File: config.mk
export PLATFORM = sky130hd
export DESIGN_NAME = spi_xcvr
export DESIGN_NICKNAME = d
export VERILOG_FILES = /design/src/rtl/spi_xcvr_pkg.sv /design/src/rtl/spi_ss_filter.sv /design/src/rtl/spi_sck_gen.sv /design/src/rtl/spi_slv_edge.sv /design/src/rtl/spi_xcvr.sv
export SDC_FILE = /design/constraint.sdc
export NUM_CORES = 1
export LEC_CHECK = 0
export CORE_UTILIZATION = 45
export CTS_CLUSTER_DIAMETER = 150
export DETAILED_ROUTE_END_ITERATION = 6
export PLACE_DENSITY = 0.67
export SKIP_LAST_GASP = 1
export SYNTH_ARGS = -nofsm -noshare
export SYNTH_HDL_FRONTEND = slang
export SYNTH_SLANG_ARGS = --single-unit
File: constraint.sdc
create_clock -name clk -period 8.6 [get_ports clk]
set_input_delay 1.72 -clock clk [delete_from_list [all_inputs] [get_ports clk]]
set_output_delay 1.72 -clock clk [all_outputs]
set_load 0.05 [all_outputs]
File: src/rtl/spi_xcvr_pkg.sv
package spi_xcvr_pkg;

  typedef enum logic [1:0] {
    A_CFG  = 2'd0,
    A_DATA = 2'd1,
    A_DIV  = 2'd2,
    A_FLAG = 2'd3
  } reg_addr_e;

  // SCK level for a given half-period parity
  function automatic logic sck_level(input logic cpol, input logic cpha,
                                     input logic half_odd);
    return cpol ^ (cpha ? ~half_odd : half_odd);
  endfunction

  function automatic logic [7:0] pack_status(
      input logic busy, input logic mst, input logic cpha, input logic cpol,
      input logic sel, input logic raw, input logic srmt, input logic rxbmt);
    return {busy, mst, cpha, cpol, sel, raw, srmt, rxbmt};
  endfunction

endpackage

File: src/rtl/spi_ss_filter.sv
module spi_ss_filter #(
  parameter int STABLE = 2
) (
  input  logic clk,
  input  logic rst_n,
  input  logic ss_n_i,
  output logic ss_filt
);
  localparam int CW = $clog2(STABLE + 1);

  logic [CW-1:0] run_q;

  always_ff @(posedge clk or negedge rst_n) begin
    if (!rst_n) begin
      run_q   <= '0;
      ss_filt <= 1'b1;
    end else if (ss_n_i == ss_filt) begin
      run_q <= '0;
    end else if (run_q == CW'(STABLE - 1)) begin
      run_q   <= '0;
      ss_filt <= ss_n_i;
    end else begin
      run_q <= run_q + 1'b1;
    end
  end
endmodule

File: src/rtl/spi_sck_gen.sv
module spi_sck_gen
  import spi_xcvr_pkg::*;
#(
  parameter int DIV_W = 8
) (
  input  logic             clk,
  input  logic             rst_n,
  input  logic             start,
  input  logic [DIV_W-1:0] div,
  input  logic             cpol,
  input  logic             cpha,
  output logic             active,
  output logic             sck,
  output logic             bit_end,
  output logic             done
);
  function automatic logic [DIV_W-1:0] half_len(input logic [DIV_W-1:0] d);
    return (d == '0) ? DIV_W'(1) : d;
  endfunction

  logic [DIV_W-1:0] hc_q;
  logic [3:0]       half_q;
  logic             half_end;

  assign half_end = active && (hc_q == half_len(div) - DIV_W'(1));
  assign bit_end  = half_end && half_q[0];
  assign done     = half_end && (half_q == 4'd15);
  assign sck      = active ? sck_level(cpol, cpha, half_q[0]) : cpol;

  always_ff @(posedge clk or negedge rst_n) begin
    if (!rst_n) begin
      active <= 1'b0;
      hc_q   <= '0;
      half_q <= '0;
    end else if (start) begin
      active <= 1'b1;
      hc_q   <= '0;
      half_q <= '0;
    end else if (active) begin
      if (half_end) begin
        hc_q   <= '0;
        half_q <= half_q + 4'd1;
        if (half_q == 4'd15) active <= 1'b0;
      end else begin
        hc_q <= hc_q + 1'b1;
      end
    end
  end
endmodule

File: src/rtl/spi_slv_edge.sv
module spi_slv_edge (
  input  logic       clk,
  input  logic       rst_n,
  input  logic       en,
  input  logic       sck_i,
  input  logic       cpha,
  output logic       edge_o,
  output logic       sample,
  output logic       shift,
  output logic       done,
  output logic [3:0] ecnt
);
  logic sck_d;

  assign edge_o = en && (sck_i != sck_d);
  assign sample = edge_o && (ecnt[0] == cpha);
  assign shift  = edge_o && (ecnt[0] != cpha) && (ecnt != 4'd0) && (ecnt != 4'd15);
  assign done   = edge_o && (ecnt == 4'd15);

  always_ff @(posedge clk or negedge rst_n) begin
    if (!rst_n) begin
      sck_d <= 1'b0;
      ecnt  <= '0;
    end else begin
      sck_d <= sck_i;
      if (!en)         ecnt <= '0;
      else if (edge_o) ecnt <= ecnt + 4'd1;
    end
  end
endmodule

File: src/rtl/spi_xcvr.sv
module spi_xcvr
  import spi_xcvr_pkg::*;
#(
  parameter int DIV_W     = 8,
  parameter int SS_STABLE = 2
) (
  input  logic       clk,
  input  logic       rst_n,
  input  logic       reg_wr,
  input  logic       reg_rd,
  input  logic [1:0] reg_addr,
  input  logic [7:0] reg_wdata,
  output logic [7:0] reg_rdata,
  output logic       sck_o,
  output logic       mosi_o,
  input  logic       miso_i,
  input  logic       sck_i,
  input  logic       mosi_i,
  output logic       miso_o,
  input  logic       ss_n_i
);
  logic             cfg_mst, cfg_cpha, cfg_cpol;
  logic [DIV_W-1:0] div_q;
  logic [7:0]       tx_data, rx_data, sh_q;
  logic             tx_full, rx_full, ovr_q, samp_q, sh_loaded, srmt_q;

  // named internal events
  logic wr_cfg, wr_data, wr_div, wr_flag, rd_data;
  logic ss_filt, sel;
  logic m_start, m_active, m_bit_end, m_done;
  logic s_en, s_edge, s_sample, s_shift, s_done, s_load;
  logic [3:0] s_ecnt;
  logic done_any, busy;
  logic [7:0] new_byte;

  assign wr_cfg  = reg_wr && (reg_addr_e'(reg_addr) == A_CFG);
  assign wr_data = reg_wr && (reg_addr_e'(reg_addr) == A_DATA);
  assign wr_div  = reg_wr && (reg_addr_e'(reg_addr) == A_DIV);
  assign wr_flag = reg_wr && (reg_addr_e'(reg_addr) == A_FLAG);
  assign rd_data = reg_rd && (reg_addr_e'(reg_addr) == A_DATA);

  spi_ss_filter #(.STABLE(SS_STABLE)) i_filt (
    .clk(clk), .rst_n(rst_n), .ss_n_i(ss_n_i), .ss_filt(ss_filt)
  );
  assign sel = !ss_filt;

  assign m_start = cfg_mst && tx_full && !m_active;

  spi_sck_gen #(.DIV_W(DIV_W)) i_sck (
    .clk(clk), .rst_n(rst_n), .start(m_start), .div(div_q),
    .cpol(cfg_cpol), .cpha(cfg_cpha), .active(m_active), .sck(sck_o),
    .bit_end(m_bit_end), .done(m_done)
  );

  assign s_en = !cfg_mst && sel;

  spi_slv_edge i_edge (
    .clk(clk), .rst_n(rst_n), .en(s_en), .sck_i(sck_i), .cpha(cfg_cpha),
    .edge_o(s_edge), .sample(s_sample), .shift(s_shift), .done(s_done),
    .ecnt(s_ecnt)
  );

  assign s_load   = !cfg_mst && tx_full && !sh_loaded && (s_ecnt == 4'd0) && !s_edge;
  assign done_any = m_done || s_done;
  assign new_byte = m_done ? {sh_q[6:0], miso_i}
                           : {sh_q[6:0], (cfg_cpha ? mosi_i : samp_q)};

  assign busy   = cfg_mst ? (m_active || tx_full) : (sel && (s_ecnt != 4'd0));
  assign mosi_o = cfg_mst ? sh_q[7] : 1'b0;
  assign miso_o = cfg_mst ? 1'b0 : sh_q[7];

  // configuration and divider
  always_ff @(posedge clk or negedge rst_n) begin
    if (!rst_n) begin
      cfg_mst  <= 1'b0;
      cfg_cpha <= 1'b0;
      cfg_cpol <= 1'b0;
      div_q    <= '0;
    end else begin
      if (wr_cfg) {cfg_mst, cfg_cpha, cfg_cpol} <= reg_wdata[6:4];
      if (wr_div) div_q <= reg_wdata[DIV_W-1:0];
    end
  end

  // transmit buffer
  always_ff @(posedge clk or negedge rst_n) begin
    if (!rst_n) begin
      tx_data <= '0;
      tx_full <= 1'b0;
    end else if (wr_data) begin
      tx_data <= reg_wdata;
      tx_full <= 1'b1;
    end else if (m_start || s_load || (s_done && tx_full)) begin
      tx_full <= 1'b0;
    end
  end

  // shift register and slave bookkeeping
  always_ff @(posedge clk or negedge rst_n) begin
    if (!rst_n) begin
      sh_q      <= '0;
      samp_q    <= 1'b0;
      sh_loaded <= 1'b0;
      srmt_q    <= 1'b1;
    end else if (cfg_mst) begin
      sh_loaded <= 1'b0;
      if (m_start)        sh_q <= tx_data;
      else if (m_bit_end) sh_q <= {sh_q[6:0], miso_i};
    end else begin
      if (s_sample) samp_q <= mosi_i;
      if (s_done) begin
        sh_q      <= tx_full ? tx_data : new_byte;
        sh_loaded <= tx_full;
        srmt_q    <= !tx_full;
      end else if (s_shift) begin
        sh_q   <= {sh_q[6:0], samp_q};
        srmt_q <= 1'b0;
      end else if (s_load) begin
        sh_q      <= tx_data;
        sh_loaded <= 1'b1;
        srmt_q    <= 1'b0;
      end else if (s_edge) begin
        srmt_q <= 1'b0;
        if (s_ecnt == 4'd0) sh_loaded <= 1'b0;
      end
    end
  end

  // receive buffer and overrun
  always_ff @(posedge clk or negedge rst_n) begin
    if (!rst_n) begin
      rx_data <= '0;
      rx_full <= 1'b0;
      ovr_q   <= 1'b0;
    end else begin
      if (done_any && rx_full && !rd_data) begin
        ovr_q <= 1'b1;
      end else if (done_any) begin
        rx_data <= new_byte;
        rx_full <= 1'b1;
      end else if (rd_data) begin
        rx_full <= 1'b0;
      end
      if (wr_flag && !(done_any && rx_full && !rd_data)) ovr_q <= 1'b0;
    end
  end

  always_comb begin
    unique case (reg_addr_e'(reg_addr))
      A_CFG:   reg_rdata = pack_status(busy, cfg_mst, cfg_cpha, cfg_cpol, sel, ss_n_i,
                                       cfg_mst || srmt_q, cfg_mst || !rx_full);
      A_DATA:  reg_rdata = rx_data;
      A_DIV:   reg_rdata = 8'(div_q);
      default: reg_rdata = {7'd0, ovr_q};
    endcase
  end
endmodule

; ---- Word level (Yosys, flattened, before mapping)
; Index checks and enable logic that the tools add are counted.
[totals]
regBits = 62
input_bits = 18
output_inout_bits = 11
elab_cells = 153
[op_classes]
addsub = 5
n_eq_ne = 15
muxes = 46
n_bitwise = 5
reduce_logical = 62
[op_table]
columns = operator, n
row1 = 8-bit two-way mux, 11
row2 = 1-bit two-way mux, 27
row3 = 1-bit logical AND, 26
row4 = 8-bit one-hot mux with 3 select lines, 1
row5 = 4-bit two-way mux, 5
row6 = 4-bit nonzero test, 5
row7 = 2-bit AND reduction, 7
row8 = 2-bit nonzero test, 5
row9 = 1-bit logical NOT, 9
row10 = "4-bit by 1-bit adder with 4-bit output, second input constant", 2
row11 = "8-bit by 1-bit adder with 8-bit output, second input constant", 1
row12 = "4-bit equality test, second input constant", 2
row13 = 8-bit equality test, 1
row14 = 8-bit logical NOT, 1
row15 = "8-bit by 1-bit subtractor with 8-bit output, second input constant", 1
row16 = 1-bit logical OR, 6
row17 = "2-bit by 1-bit equality test with 1-bit output, second input constant", 2
row18 = "2-bit equality test, second input constant", 2
row19 = 4-bit logical NOT, 1
row20 = 2-bit two-way mux, 2
row21 = "4-bit != test, second input constant", 1
row22 = 1-bit NOT, 4
row23 = "3-bit by 1-bit != test with 1-bit output, second input constant", 1
row24 = "3-bit != test, second input constant", 1
row25 = 7 further kinds, 9

; ---- Longest topological paths before layout
; Gate-level depths: netlist of the first run.
[depth]
word_depth = 12
mapped_depth = 11
depth_no_buf = 10

; ---- Cells and area by module
; A second synthesis of the first run with hierarchy kept.
[hier_totals]
hier_cells = 322
area_unflattened_um2 = 3474.6
[by_module_without_submodules]
columns = module, n_inst, cells_per_inst, area_each_um2, seq_area_each_um2
row1 = spi_xcvr, 1, 178, 2078.2, 1027.2
row2 = spi_sck_gen, 1, 105, 972.2, 325.3
row3 = spi_slv_edge, 1, 31, 299.0, 125.1
row4 = spi_ss_filter, 1, 8, 125.1, 76.3

; ---- Worst setup path after synthesis of the first run
; OpenSTA, ideal clock, no wires.
[synth_timing]
path_type = input-to-output
from = in reg_addr[1]
to = out reg_rdata[1]
arrival_ns = 3.347
t_required_ns = 6.880
path_slack_ns = 3.533
cell_stages = 4
path_buffers = 1
path_cell_list = clkbuf_1 > or3_1 > o21ai_0 > o21ai_0
[synth_via]
elab_chain_cells = 2
elab_cells_between_ends = 4
classes_between = 2 x eq/ne / 1 x mux / 1 x reduce/logical
[synth_rtl]
columns = element, line
row1 = start: declaration, spi_xcvr.sv:11  ; input logic [1:0] reg_addr,
row2 = 2-bit equality test (tied with other cells), spi_xcvr.sv:149  ; unique case (reg_addr_e'(reg_addr))
row3 = 8-bit one-hot mux with 3 select lines (*), spi_xcvr.sv:149
row4 = end: declaration, spi_xcvr.sv:13  ; output logic [7:0] reg_rdata,
; Mark *: on every way between the ends. The rest lies on a longest branch, timed or not.

; ---- Worst setup path in the final report of the first run
[layout_timing]
from = in reg_addr[0]
to = out reg_rdata[7]
; Same word-level chain as after synthesis.

==> results of run 1 <==
-- flip-flops by register name, indices dropped and copies added, names as in the netlist, 2 cells and up --
register,count
i_edge.ecnt,4
tx_data,8
sh_q,8
rx_data,8
i_sck.half_q,4
i_sck.hc_q,8
div_q,8
i_filt.run_q,2
-- metrics by stage --
stage / utilization (%) / hold WS, ps
after floorplan: - / 401.0
after global placement: 51.27 / 411.1
after detailed placement: 51.27 / 416.7
after CTS: 54.23 / 426.4
after global routing: 54.23 / 457.2
final: 54.23 / 422.8
-- worst max-delay path, cell delays in order --
cell             delay (ps)
clkdlybuf4s50_1         760
nor2b_1                 560
nand2_1                 100
o21ai_0                 100
clkdlybuf4s50_1         840
-- logic make-up after synthesis --
kind of cell             after synthesis
AND/OR/NAND/NOR                      113
flip-flops                            62
AO/OA/AOI/OAI                         50
multiplexers                          49
XOR/XNOR                              22
buffers and inverters                 16
adder cells (fa/ha/maj)                5
-- Yosys cell counts (all sizes together) (5+ instances only) --
library cell  number
dfrtp             60
xor2              12
mux2i              5
xnor2             10
inv                7
nor2b              8
nand2             34
and2               6
nor3              10
clkbuf             6
nor2              22
mux2              43
nand3              8
a21oi             13
ha                 5
o21ai             18
-- area by class of cell --
class	instances	area, sq um	share of cell area (%)
clock buffers	12	145.1	3.690
clock inverters	4	70.07	1.781
inverters	7	26.28	0.6679
multi-input cells	239	1732	44.02
flip-flops and latches	62	1554	39.50
well taps	99	123.9	3.149
repair buffers	29	282.8	7.188
-- per-layer routing --
metal | track usage, % | vias to the layer above | part of all wire, % | wire length (um)
met1 | 29.25 | 1221 | 51 | 3738
met5 | 0 | - | 0 | 0
li1 | - | 1200 | - | -
met2 | 31.19 | 31 | 45 | 3257
met3 | 5.131 | 7 | 3.2 | 235
met4 | 4.399 | 0 | 0.77 | 56
-- worst max-delay path by stage --
stage                            from            to  slack, ps  cells after the start
after global routing      reg_addr[0]  reg_rdata[7]       2630                      5
final                     reg_addr[0]  reg_rdata[7]       2800                      5
after detailed placement  reg_addr[0]  reg_rdata[7]       2820                      5
after floorplan           reg_addr[1]  reg_rdata[1]       3530                      4
after CTS                 reg_addr[0]  reg_rdata[7]       2800                      5
after global placement    reg_addr[0]  reg_rdata[7]       2790                      5
-- report_power, final --
group | leakage, nW | switching, W | total (W) | internal (W)
sequential | 0.778 | 0.0000964 | 0.000460 | 0.000364
clock | 0.110 | 0.000111 | 0.000282 | 0.000171
combinational | 0.766 | 0.000178 | 0.000351 | 0.000173
total | 1.65 | 0.000385 | 0.00109 | 0.000707
==> impl_results.md, run 1 <==
- Status: complete, no violations
- Initial antenna violation count: 0
- Dpl ws: 2816 ps
- Max-slew violations: 0
- Setup CP Type: in2out
- Cells on worst reg2reg path: 9
- Die Height: 88.42 um
- Syn_area_per_cell: 10.60 sq um
- Clock Latency Late Sink: 330 ps
- Setup repair after global routing missed its margin: false
- DRT antenna net count: 0
- Filler cells: 680
- # hold bufs at CTS: 0
- Post-synthesis compound-gate area fraction: 9.419%
- Largest family of logic cells by synthesized area: simple AND/OR/NAND/NOR gates
- Number of setup violations in the final report: 0
- Core area: 7253 sq um
- Slew @ Worst Pin: 814.1 ps
- Worst Hold End: i_filt.run_q[0]$_DFF_PN0_
- Adder and majority gate portion of the synthesized area: 1.862%
- Routability Congestion: 0.8266
- Congestion Overflow GR: 0
- Synth area leader: dfrtp_1
- Row count: 31
- Design area: 3934 sq um
- First drt pass iteration count: 4
- Setup bufs post-CTS: 0
- Netlist Area Pre-Place: 3361 sq um
- Crit path launch type: input pin
- Final non-filler cell total: 452
- Vias in the first global route: 2401
- Worst-case clock buffer depth: 2
- Worst-path clk slew: 70 ps
- Fin. Hold Viols: 0
- Mux contribution to synthesized area: 16.57%
- Post-CTS sizing: 0
- Fin crit share: 67.47%
- Layout cells sized above 1: 20.40%
- Hold/Removal Path Class: reg2reg
- Worst hold start: i_filt.run_q[0]$_DFF_PN0_
- Reg-to-reg startpoint: div_q[3]$_DFFE_PN0P_
- Clock sink total: 62
- Global-route wire length before repair: 12.00 mm
- Top cell type's share of synthesized area: 44.68%
- Post-synthesis cell type count: 57
- Wire per inst: 16.12 um
- Post-synthesis xor/xnor area fraction: 5.957%
- IO buf count: 28
- Total wire length: 7.288 mm
- #FFs+latches synth: 62
- TritonCTS clock tree: built
- Fin worst setup slack: 2797 ps
- Crit Reg-Reg Endpoint: sh_q[5]$_DFFE_PN0P_
- Critical Path End Type: output port
- Most common cell after layout, fill and taps aside: dfrtp_1
- Post-synth EDFFs: 0
- CTS H-tree lvls: 3
- Synth-to-Final Area Change: 17.05%
- Synth top area cells: dfrtp_1 45%, mux2_2 14%, nand2_1 3.8%
- Ys async rst share: 100.0%
- Overall routing resource usage: 20.36%
- Die width: 88.42 um
- Largest net degree at the start of global routing: 63
- Placed cells: 436
- Worst Path Required: 6880 ps
- Setup_tns: 0 ps
- Residual DRC: 0
- Total I/O pin count: 29
- Peak supply drop: 179.5 uV
- Num CTS Buffers: 9
- Vias per cell: 5.440
- Post-synthesis sequential area ratio: 46.24%
- Lkg Pwr: 1.655 nW
- DP Area: 3719 sq um
- Post-route minimum period: 5803 ps
- Initial core utilization: 46.33%
- Max FO, Critical Path: 13
- FMAX: 172.3 MHz
- Most frequent cells in the layout: 60 x dfrtp_1, 43 x mux2_2, 34 x nand2_1
- Arrival @ worst endpoint: 4080 ps
- Total power: 0.001093 W
- Worst Skew: 7.269 ps
- Drt first-iter violations: 121
- Rel. slew slack: 45.73%
- WHS Path Cells: 1
- # nets final: 371
- # diodes: 0
- DR vias: 2459
- CTS root buf: clkbuf_8
- Die area: 7818 sq um
- PwrDens: 277.8 nW/um^2
- Post-synth top flop: dfrtp_1
- Max Cap Viol: 0
- Synthesis Warnings: 0
- Dpl hpwl: 5.165 mm
- Reg2reg setup slack: 5220 ps
- Synth Area in Simple Gates: 17.72%
- Post-Syn Nets: 340
- Cells after Synth: 317
No activity file was read; power rests on OpenSTA's default activity.
==> run 2, diff against run 1 <==
==> constraint.sdc (replaced) <==
create_clock -name clk -period 5.92 [get_ports clk]
set_input_delay 1.184 -clock clk [delete_from_list [all_inputs] [get_ports clk]]
set_output_delay 1.184 -clock clk [all_outputs]
set_load 0.05 [all_outputs]
==> impl_results.md, run 2 (synthesis gave the netlist of run 1 again) <==
- Worst hold start: i_filt.run_q[0]$_DFF_PN0_
- Top cell by count, worst path: clkdlybuf4s50_1
- Hold/Removal Path Class: reg2reg
- Clock share of power: 30.3% (+4.5 points)
- Max-slew violations: 0 (unchanged)
- Arrival @ worst endpoint: 3570 ps (-510 ps)
- CP Buf/Inv Count: 2 (unchanged)
- Synth-to-Final Area Change: 18.88%
- CTS root buf: clkbuf_8
- Number of setup violations in the final report: 0 (unchanged)
- Post-layout util: 55.08% (+0.85 points)
- WHS Path Cells: 1 (unchanged)
- Layout cells sized above 1: 21.19% (+0.79 points)
- DR vias: 2512 (+2.2%)
- Worst path depth: 5 (unchanged)
- Initial antenna violation count: 0 (unchanged)
- Critical path's largest stage delay: 840 ps (about the same)
- Post-CTS sizing: 0 (unchanged)
- First drt pass iteration count: 4 (unchanged)
- Internal power: 0.001104 W (+56%)
- Rel. slew slack: 45.51% (-0.22 points)
- Filler cells: 659 (-3.1%)
- Fin. Hold Viols: 0 (unchanged)
- Vias per cell: 5.545 (+1.9%)
- Clock Latency Late Sink: 350 ps (+20 ps)
- Crit path cell chain: clkdlybuf4s50_1, nor2b_1, nand2_1, o21ai_0, clkdlybuf4s50_1
- Switch share: 35.03% (-0.25 points)
- Initial core utilization: 46.33% (unchanged)
- Switching power total: 0.0005953 W (+54%)
- Die width: 88.42 um (unchanged)
- Max FO, Critical Path: 12 (-1)
- Slowest-stage cell, CP: clkdlybuf4s50_1
- PwrDens: 425.4 nW/um^2 (+53%)
- Lkg Pwr: 1.679 nW (+1.5%)
- Sequential Area: 1554 sq um (unchanged)
- Fin crit share: 80.34%
- Die Height: 88.42 um (unchanged)
- Sequential power share: 39.3% (-2.8 points)
- Crit path launch type: input pin
- Status: complete, no violations
- Cells on worst reg2reg path: 9 (unchanged)
- Most frequent cells in the layout: 60 x dfrtp_1, 43 x mux2_2, 34 x nand2_1
- # hold bufs at CTS: 0 (unchanged)
- Core area: 7253 sq um (unchanged)
- Worst Path Required: 4740 ps (-2140 ps)
- DRT antenna net count: 0 (unchanged)
- Congestion Overflow GR: 0 (unchanged)
- FMAX: 210.3 MHz
- Combinational Power Share: 30.4% (-1.7 points)
- TritonCTS clock tree: built
- Setup_tns: 0 ps (unchanged)
- Slew @ Worst Pin: 817.3 ps (+3.277 ps)
- Worst-path clk slew: 80 ps (about the same)
- Worst Hold End: i_filt.run_q[0]$_DFF_PN0_
- Clock sink total: 62 (unchanged)
- Total I/O pin count: 29 (unchanged)
- Critical Path End Type: output port
- CTS H-tree lvls: 3 (unchanged)
- Row count: 31 (unchanged)
- Routability Congestion: 0.8191 (-0.91%)
- Setup repair after global routing missed its margin: false
- Max Cap Viol: 0 (unchanged)
- Num CTS Buffers: 9 (unchanged)
- CP delay by family, top: buffers and inverters
- Worst-case clock buffer depth: 2 (unchanged)
- Post-route minimum period: 4756 ps
- Setup CP Type: in2out
- Setup bufs post-CTS: 0 (unchanged)
- Die area: 7818 sq um (unchanged)
- Peak supply drop: 215.4 uV (+20%)
- Overall routing resource usage: 21.66% (+1.3 points)
- # nets final: 372 (+0.27%)
- Wire per inst: 17.06 um (+5.8%)
- Residual DRC: 0 (unchanged)
- Global-route wire length before repair: 12.72 mm (+6.0%)
- Reg-to-reg startpoint: div_q[3]$_DFFE_PN0P_
- Reg2reg setup slack: 2590 ps (-2630 ps)
- Drt first-iter violations: 120 (-0.83%)
- # diodes: 0 (unchanged)
- Dpl hpwl: 5.342 mm (+3.4%)
- Vias in the first global route: 2505 (+4.3%)
- IO buf count: 28 (unchanged)
- Multi-input logic area: 1732 sq um (unchanged)
- Worst Skew: 6.521 ps (-0.7475 ps)
- Largest net degree at the start of global routing: 63 (unchanged)
- Most common cell after layout, fill and taps aside: dfrtp_1
- Total wire length: 7.730 mm (+6.1%)
- Crit Reg-Reg Endpoint: sh_q[2]$_DFFE_PN0P_
run 2: cell types whose count changed in the layout (fill, tap and decap cells not counted):
| cell | change |
|---|---|
| clkbuf_8 | -1 |
| clkinv_2 | -2 |
| clkinvlp_4 | +1 |
| buf_4 | +1 |
| inv_6 | +1 |
| clkbuf_1 | -2 |
| bufinv_16 | +2 |
| clkinv_4 | +1 |
run 2: how the worst max path moves through the flow:
stage,startpoint,endpoint
6_report,reg_addr[1],reg_rdata[5]
5_1_grt,reg_addr[1],reg_rdata[7]
4_1_cts,reg_addr[1],reg_rdata[5]
3_5_place_dp,reg_addr[1],reg_rdata[5]
3_3_place_gp,reg_addr[1],reg_rdata[7]
2_1_floorplan,reg_addr[1],reg_rdata[1]
run 2: through the flow:
stage               instance area (sq um)  std cells  hold slack (ps)  power (W)  worst slack [ps]
finish                               3995        453            429.6   0.001700              1164
global route                         3995        453            455.1   0.001785              1047
CTS                                  3995        453            432.6   0.001706              1175
detailed placement                   3726        437            421.5   0.001190              1149
global placement                     3726        437            410.7   0.001174              1232
floorplan                            3361        317            401.0   0.001037              1925
run 2: power groups by stage:
stage	logic, W	registers (W)	clock network (W)
floorplan	0.000429	0.000608	0
global placement	0.000504	0.000670	0
detailed placement	0.000516	0.000674	0
CTS	0.000521	0.000667	0.000518
global route	0.000565	0.000685	0.000535
finish	0.000517	0.000668	0.000514
run 2: layout make-up:
class,instances,share of cell area (%)
Clock buffer,9,3.101
Multi-Input combinational cell,239,43.34
Timing Repair Buffer,30,7.266
Tap cell,99,3.101
Inverter,7,0.6577
Clock inverter,7,3.633
Sequential cell,62,38.90
run 2: per-layer routing:
layer,vias to the layer above,share of wire (%),track usage (%)
met5,-,0,0
met4,0,2.5,9.971
met3,18,4.7,4.011
met2,68,45,33.01
met1,1229,47,30.00
li1,1197,-,-
